`src/rtl/dbg_rd_pkg.sv`:
```
package dbg_rd_pkg;

    localparam int OP_W    = 8;
    localparam int ADDR_W  = 16;
    localparam int DATA_W  = 16;
    localparam int FRAME_W = OP_W + ADDR_W + DATA_W;
    localparam int CNT_W   = $clog2(FRAME_W + 1);

    typedef enum logic [1:0] {
        CMD_READ  = 2'd0,
        CMD_WRITE = 2'd1,
        CMD_CTRL  = 2'd2
    } cmd_kind_e;

    typedef enum logic [1:0] {
        ST_IDLE,
        ST_SEND,
        ST_WAIT,
        ST_RECV
    } seq_state_e;

    typedef struct packed {
        cmd_kind_e kind;
        logic      odd;
    } cmd_ctx_t;

    function automatic cmd_kind_e decode_kind(input logic [1:0] raw);
        case (raw)
            2'd0:    return CMD_READ;
            2'd1:    return CMD_WRITE;
            default: return CMD_CTRL;
        endcase
    endfunction

    function automatic logic [CNT_W-1:0] frame_bits(input cmd_kind_e k);
        case (k)
            CMD_READ:  return CNT_W'(OP_W + ADDR_W);
            CMD_WRITE: return CNT_W'(FRAME_W);
            default:   return CNT_W'(OP_W);
        endcase
    endfunction

    // big-endian word: even address takes the upper byte
    function automatic logic [7:0] pick_byte(input logic [DATA_W-1:0] w, input logic odd);
        return odd ? w[7:0] : w[DATA_W-1 -: 8];
    endfunction

endpackage

```
`src/rtl/dbg_shreg.sv`:
```
module dbg_shreg #(
    parameter int W = 16
) (
    input  logic         clk,
    input  logic         rst,
    input  logic         load,
    input  logic [W-1:0] load_val,
    input  logic         shift,
    input  logic         sin,
    output logic [W-1:0] q
);

    always_ff @(posedge clk) begin
        if (rst)
            q <= '0;
        else if (load)
            q <= load_val;
        else if (shift)
            q <= {q[W-2:0], sin};
    end

endmodule

```
`src/rtl/dbg_ack_det.sv`:
```
module dbg_ack_det #(
    parameter int ACK_MIN = 12
) (
    input  logic clk,
    input  logic rst,
    input  logic en,
    input  logic tick,
    input  logic line_in,
    output logic ack_end
);

    localparam int CW = $clog2(ACK_MIN + 1);

    logic [CW-1:0] low_run;
    logic          seen;

    always_ff @(posedge clk) begin
        if (rst || !en) begin
            low_run <= '0;
            seen    <= 1'b0;
        end else if (tick) begin
            if (!line_in) begin
                if (low_run != CW'(ACK_MIN))
                    low_run <= low_run + 1'b1;
                if (low_run == CW'(ACK_MIN - 1))
                    seen <= 1'b1;
            end else begin
                low_run <= '0;
            end
        end
    end

    assign ack_end = en && tick && line_in && seen;

    // a qualifying pulse is only latched while the line is sampled low
    assert_seen_on_low_R4: assert property (@(posedge clk) disable iff (rst)
        $rose(seen) |-> ($past(!line_in) && $past(tick)));

endmodule

```
`src/rtl/dbg_rd_seq.sv`:
```
module dbg_rd_seq
    import dbg_rd_pkg::*;
#(
    parameter int ACK_MIN = 12
) (
    input  logic              clk,
    input  logic              rst,
    input  logic              cmd_valid,
    input  logic [1:0]        cmd_kind,
    input  logic [OP_W-1:0]   cmd_opcode,
    input  logic [ADDR_W-1:0] cmd_addr,
    input  logic [DATA_W-1:0] cmd_wdata,
    output logic              cmd_ready,
    input  logic              abort,
    input  logic              tick,
    input  logic              line_in,
    output logic              bit_req,
    output logic              bit_wr,
    output logic              bit_out,
    input  logic              bit_ack,
    input  logic              bit_in,
    output logic              done,
    output logic [7:0]        rd_byte,
    output logic              err
);

    seq_state_e          state;
    cmd_ctx_t            ctx;
    logic [CNT_W-1:0]    bits_left;
    logic [FRAME_W-1:0]  tx_q;
    logic [DATA_W-1:0]   rx_q;
    logic [DATA_W-1:0]   rx_word;
    logic                accept;
    logic                ack_end;
    logic                unused_bits;

    assign accept    = (state == ST_IDLE) && cmd_valid;
    assign cmd_ready = (state == ST_IDLE);
    assign bit_req   = (state == ST_SEND) || (state == ST_RECV);
    assign bit_wr    = (state == ST_SEND);
    assign bit_out   = tx_q[FRAME_W-1];
    assign rx_word   = {rx_q[DATA_W-2:0], bit_in};
    assign unused_bits = ^{tx_q[FRAME_W-2:0], rx_q[DATA_W-1]};

    dbg_shreg #(.W(FRAME_W)) tx_sr (
        .clk      (clk),
        .rst      (rst),
        .load     (accept),
        .load_val ({cmd_opcode, cmd_addr, cmd_wdata}),
        .shift    ((state == ST_SEND) && bit_ack),
        .sin      (1'b0),
        .q        (tx_q)
    );

    dbg_shreg #(.W(DATA_W)) rx_sr (
        .clk      (clk),
        .rst      (rst),
        .load     (accept),
        .load_val ('0),
        .shift    ((state == ST_RECV) && bit_ack),
        .sin      (bit_in),
        .q        (rx_q)
    );

    dbg_ack_det #(.ACK_MIN(ACK_MIN)) ack_i (
        .clk     (clk),
        .rst     (rst),
        .en      (state == ST_WAIT),
        .tick    (tick),
        .line_in (line_in),
        .ack_end (ack_end)
    );

    always_ff @(posedge clk) begin
        if (rst) begin
            state     <= ST_IDLE;
            ctx       <= '{kind: CMD_READ, odd: 1'b0};
            bits_left <= '0;
            done      <= 1'b0;
            rd_byte   <= '0;
            err       <= 1'b0;
        end else begin
            done <= 1'b0;
            case (state)
                ST_IDLE: begin
                    if (cmd_valid) begin
                        ctx.kind  <= decode_kind(cmd_kind);
                        ctx.odd   <= cmd_addr[0];
                        bits_left <= frame_bits(decode_kind(cmd_kind));
                        err       <= 1'b0;
                        state     <= ST_SEND;
                    end
                end
                ST_SEND: begin
                    if (bit_ack) begin
                        bits_left <= bits_left - 1'b1;
                        if (bits_left == CNT_W'(1))
                            state <= ST_WAIT;
                    end
                end
                ST_WAIT: begin
                    if (abort) begin
                        err   <= 1'b1;
                        state <= ST_IDLE;
                    end else if (ack_end) begin
                        if (ctx.kind == CMD_READ) begin
                            bits_left <= CNT_W'(DATA_W);
                            state     <= ST_RECV;
                        end else begin
                            rd_byte <= '0;
                            done    <= 1'b1;
                            state   <= ST_IDLE;
                        end
                    end
                end
                ST_RECV: begin
                    if (bit_ack) begin
                        bits_left <= bits_left - 1'b1;
                        if (bits_left == CNT_W'(1)) begin
                            rd_byte <= pick_byte(rx_word, ctx.odd);
                            done    <= 1'b1;
                            state   <= ST_IDLE;
                        end
                    end
                end
                default: state <= ST_IDLE;
            endcase
        end
    end

    assert_done_single_R8: assert property (@(posedge clk) disable iff (rst)
        done |=> !done);

    assert_done_idle_R8: assert property (@(posedge clk) disable iff (rst)
        done |-> cmd_ready);

    assert_abort_err_R9: assert property (@(posedge clk) disable iff (rst)
        (state == ST_WAIT && abort) |=> (err && cmd_ready && !done));

    assert_err_clear_R9: assert property (@(posedge clk) disable iff (rst)
        (cmd_ready && cmd_valid) |=> !err);

    assert_recv_only_read_R2: assert property (@(posedge clk) disable iff (rst)
        (state == ST_RECV) |-> (ctx.kind == CMD_READ));

    assert_wait_quiet_R4: assert property (@(posedge clk) disable iff (rst)
        (state == ST_WAIT && !line_in) |=> !done);

endmodule

```
`config.mk`:
```
export PLATFORM = sky130hd
export DESIGN_NAME = dbg_rd_seq
export DESIGN_NICKNAME = d
export VERILOG_FILES = /design/src/rtl/dbg_rd_pkg.sv /design/src/rtl/dbg_shreg.sv /design/src/rtl/dbg_ack_det.sv /design/src/rtl/dbg_rd_seq.sv
export SDC_FILE = /design/constraint.sdc
export NUM_CORES = 1
export LEC_CHECK = 0
export ABC_AREA = 1
export BUFFER_PORTS_ARGS = -buffer_cell sky130_fd_sc_hd__buf_2
export CAP_MARGIN = 20
export CORE_AREA = 5 5 101 103
export DETAILED_ROUTE_END_ITERATION = 10
export DIE_AREA = 0 0 106 108
export GPL_TIMING_DRIVEN = 0
export HOLD_SLACK_MARGIN = 0.1
export PLACE_DENSITY = 0.68
export SYNTH_ARGS = -nofsm -noshare
export SYNTH_HDL_FRONTEND = slang
export SYNTH_HIERARCHICAL = 1
export SYNTH_SLANG_ARGS = --single-unit
```
`constraint.sdc`:
```
create_clock -name clk -period 4.2 [get_ports clk]
set_input_delay 0.42 -clock clk [delete_from_list [all_inputs] [get_ports clk]]
set_output_delay 0.42 -clock clk [all_outputs]
set_load 0.05 [all_outputs]
```
==> results.py <==
metrics = {
    "outcome": {
        "status": "finished, final reports clean",
    },
    "placed_design": {
        "gp_congestion": 0.836,
        "dp_cells": 849,
        "port_buffers": 63,
        "dpl.hpwl_mm": 7.50,
        "post-place-ws_ns": 2.25,
    },
    "clocking": {
        "h-tree-depth": 3,
        "clk_pin_slew_ns": 0.09,
        "cts_tree": "built",
        "clock_latency_ns": 0.35,
        "cts_resized": 0,
        "clk_root_buffer_cell": "clkbuf_8",
        "cts_max_path_buffers": 2,
        "cts_made_buffers": 9,
        "cts_setup_buffers": 0,
        "hold_buffers": 0,
        "cts.sinks": 81,
    },
    "setup_path": {
        "crit_path_max_fanout": 8,
        "r2r_start": "state[1]",
        "critical_path_arrival_ns": 2.25,
        "crit_path_start_kind": "flip-flop",
        "crit_required_ns": 4.45,
        "worstRegToRegCells": 11,
        "rrSetupSlack_ns": 2.20,
        "regToRegEndpoint": "bits_left[5]",
        "end_kind": "flip-flop",
        "critPathKind": "reg2reg",
    },
    "floorplan": {
        "initial_utilization_pct": 48.1,
        "coreArea_mm2": 0.00911,
        "die_h_um": 108,
        "die_w_um": 106,
        "top_level_ports": 64,
        "die-area_mm2": 0.0114,
        "fp-row-count": 35,
    },
    "grt": {
        "grt.total_usage_pct": 18.4,
        "grt_start_max_net_pins": 14,
        "grt_pass1_wl_mm": 17.3,
        "antenna_found_initial": 0,
        "grt-ovfl-total": 0,
        "grt_pass1_vias": 3941,
    },
    "yosys": {
        "netlist_area_mm2": 0.00438,
        "yosys_warnings": 6,
        "synthCells": 660,
        "syn_avg_cell_area_um2": 6.64,
    },
    "power": {
        "cellPowerDensity_mw_per_mm2": 545,
        "vdd_ir_drop_max_mv": 0.302,
        "leakagePower_nw": 2.73,
    },
    "sta": {
        "finalCritPeriodShare_pct": 47.6,
        "finalClockSkew_ns": 0.0111,
        "final.setup.worst_slack_ns": 2.20,
        "report.final.setup_viol": 0,
        "rsz0062_at_grt": "no",
        "tightest_slew_ns": 0.517,
        "fin_setup_tns_ns": 0,
        "slew_headroom_pct": 65.6,
        "maxSlewViolCount": 0,
        "fmax_mhz": 500,
        "hold_violations": 0,
        "finalCriticalPeriod_ns": 2.00,
    },
    "drt": {
        "drc": 0,
        "via_per_inst": 4.85,
        "vias": 4195,
        "wl_per_cell_um": 12.0,
        "dr.first_iter.drc_count": 234,
        "wirelength_mm": 10.4,
        "firstDrtPassIters": 4,
        "drtAntennaViolNets": 0,
    },
    "worst_hold_path": {
        "min_path_type": "in2reg",
        "holdPathEnd": "tx_sr/q[18]",
        "whs_path_depth": 5,
        "hp-start": "cmd_addr[2]",
    },
    "layout": {
        "nNetsFinal": 803,
        "antennaDiodeCount": 0,
        "drive_gt1_share_pct": 20.7,
        "syn_to_final_growth_pct": 15.4,
        "instances_no_fill": 865,
    },
    "job": {
        "max_cap_viol_count": 0,
    },
}
==> final cells by class <==
cell class / count / area (um^2)
fillers: 923 / 4050
repair buffers: 63 / 315
flip-flops and latches: 81 / 1620
multi-input cells: 470 / 2230
clock inverters: 5 / 32.5
inverters: 90 / 343
plain buffers: 34 / 239
well taps: 111 / 139
clock buffers: 11 / 131
==> worst max-delay path by stage <==
stage	slack, ns	depth (start not counted)	start	to
2_1_floorplan	2.20	11	state[0]	tx_sr/q[10]
3_3_place_gp	2.25	11	state[1]	bits_left[5]
3_5_place_dp	2.25	11	state[1]	bits_left[5]
4_1_cts	2.21	11	state[1]	bits_left[5]
5_1_grt	2.03	11	state[1]	bits_left[5]
6_report	2.20	11	state[1]	bits_left[5]
==> metal layers <==
metal  global-route usage, %  vias up  share of wire, %
met5                       0        -                 0
met4                    7.03        0               1.5
met3                    3.16       16               4.9
met2                    31.3       98                47
met1                    23.3     1878                46
li1                        -     2203                 -
==> power breakdown <==
part	leakage (nW)	internal [mW]	switching, mW
logic	1.99	0.442	0.787
registers	0.663	0.922	0.102
clock network	0.0753	0.213	0.288
==> sequential cells by signal (all words and copies together) (netlist names) <==
| register | flops |
|---|---|
| ack_i/seen | 1 |
| rd_byte | 8 |
| rx_sr/q | 15 |
| ack_i/low_run | 4 |
| bits_left | 6 |
| ctx | 3 |
| state | 2 |
| tx_sr/q | 40 |
| err | 1 |
| done | 1 |
==> through the flow <==
step	util, %	hold slack [ns]	instance area (um^2)	power, mW
2_1_floorplan	-	0.436	4440	2.00
3_3_place_gp	53.7	0.446	4890	2.23
3_5_place_dp	53.7	0.448	4890	2.26
4_1_cts	55.5	0.337	5050	2.78
5_1_grt	55.5	0.357	5050	2.98
6_report	55.5	0.352	5050	2.75
==> placed cells by master, fill, tap and decap left out, types with 4 or more instances in the layout <==
master / n
a21oi_2: 7
inv_1: 82
nand2_1: 224
nand3_1: 112
nand2_2: 8
conb_1: 16
clkbuf_8: 9
nor2_2: 10
nor2_1: 34
buf_4: 9
a21oi_1: 20
inv_2: 6
dfxtp_1: 81
buf_6: 8
nor2_8: 4
nand2_4: 6
ha_1: 4
clkbuf_1: 4
buf_2: 77
o21ai_1: 10
==> worst max-delay path: stages, from the launching register on <==
cell and delay (ns):
dfxtp_1 0.46, inv_2 0.11, nor2_8 0.15, inv_1 0.07
nor4_1 0.40, nand2_1 0.13, nand2_2 0.12, nand2_4 0.07
nor2_8 0.17, nand2_2 0.06, nor2_1 0.11, nor2_1 0.04
(Power assumes the default switching activity.)
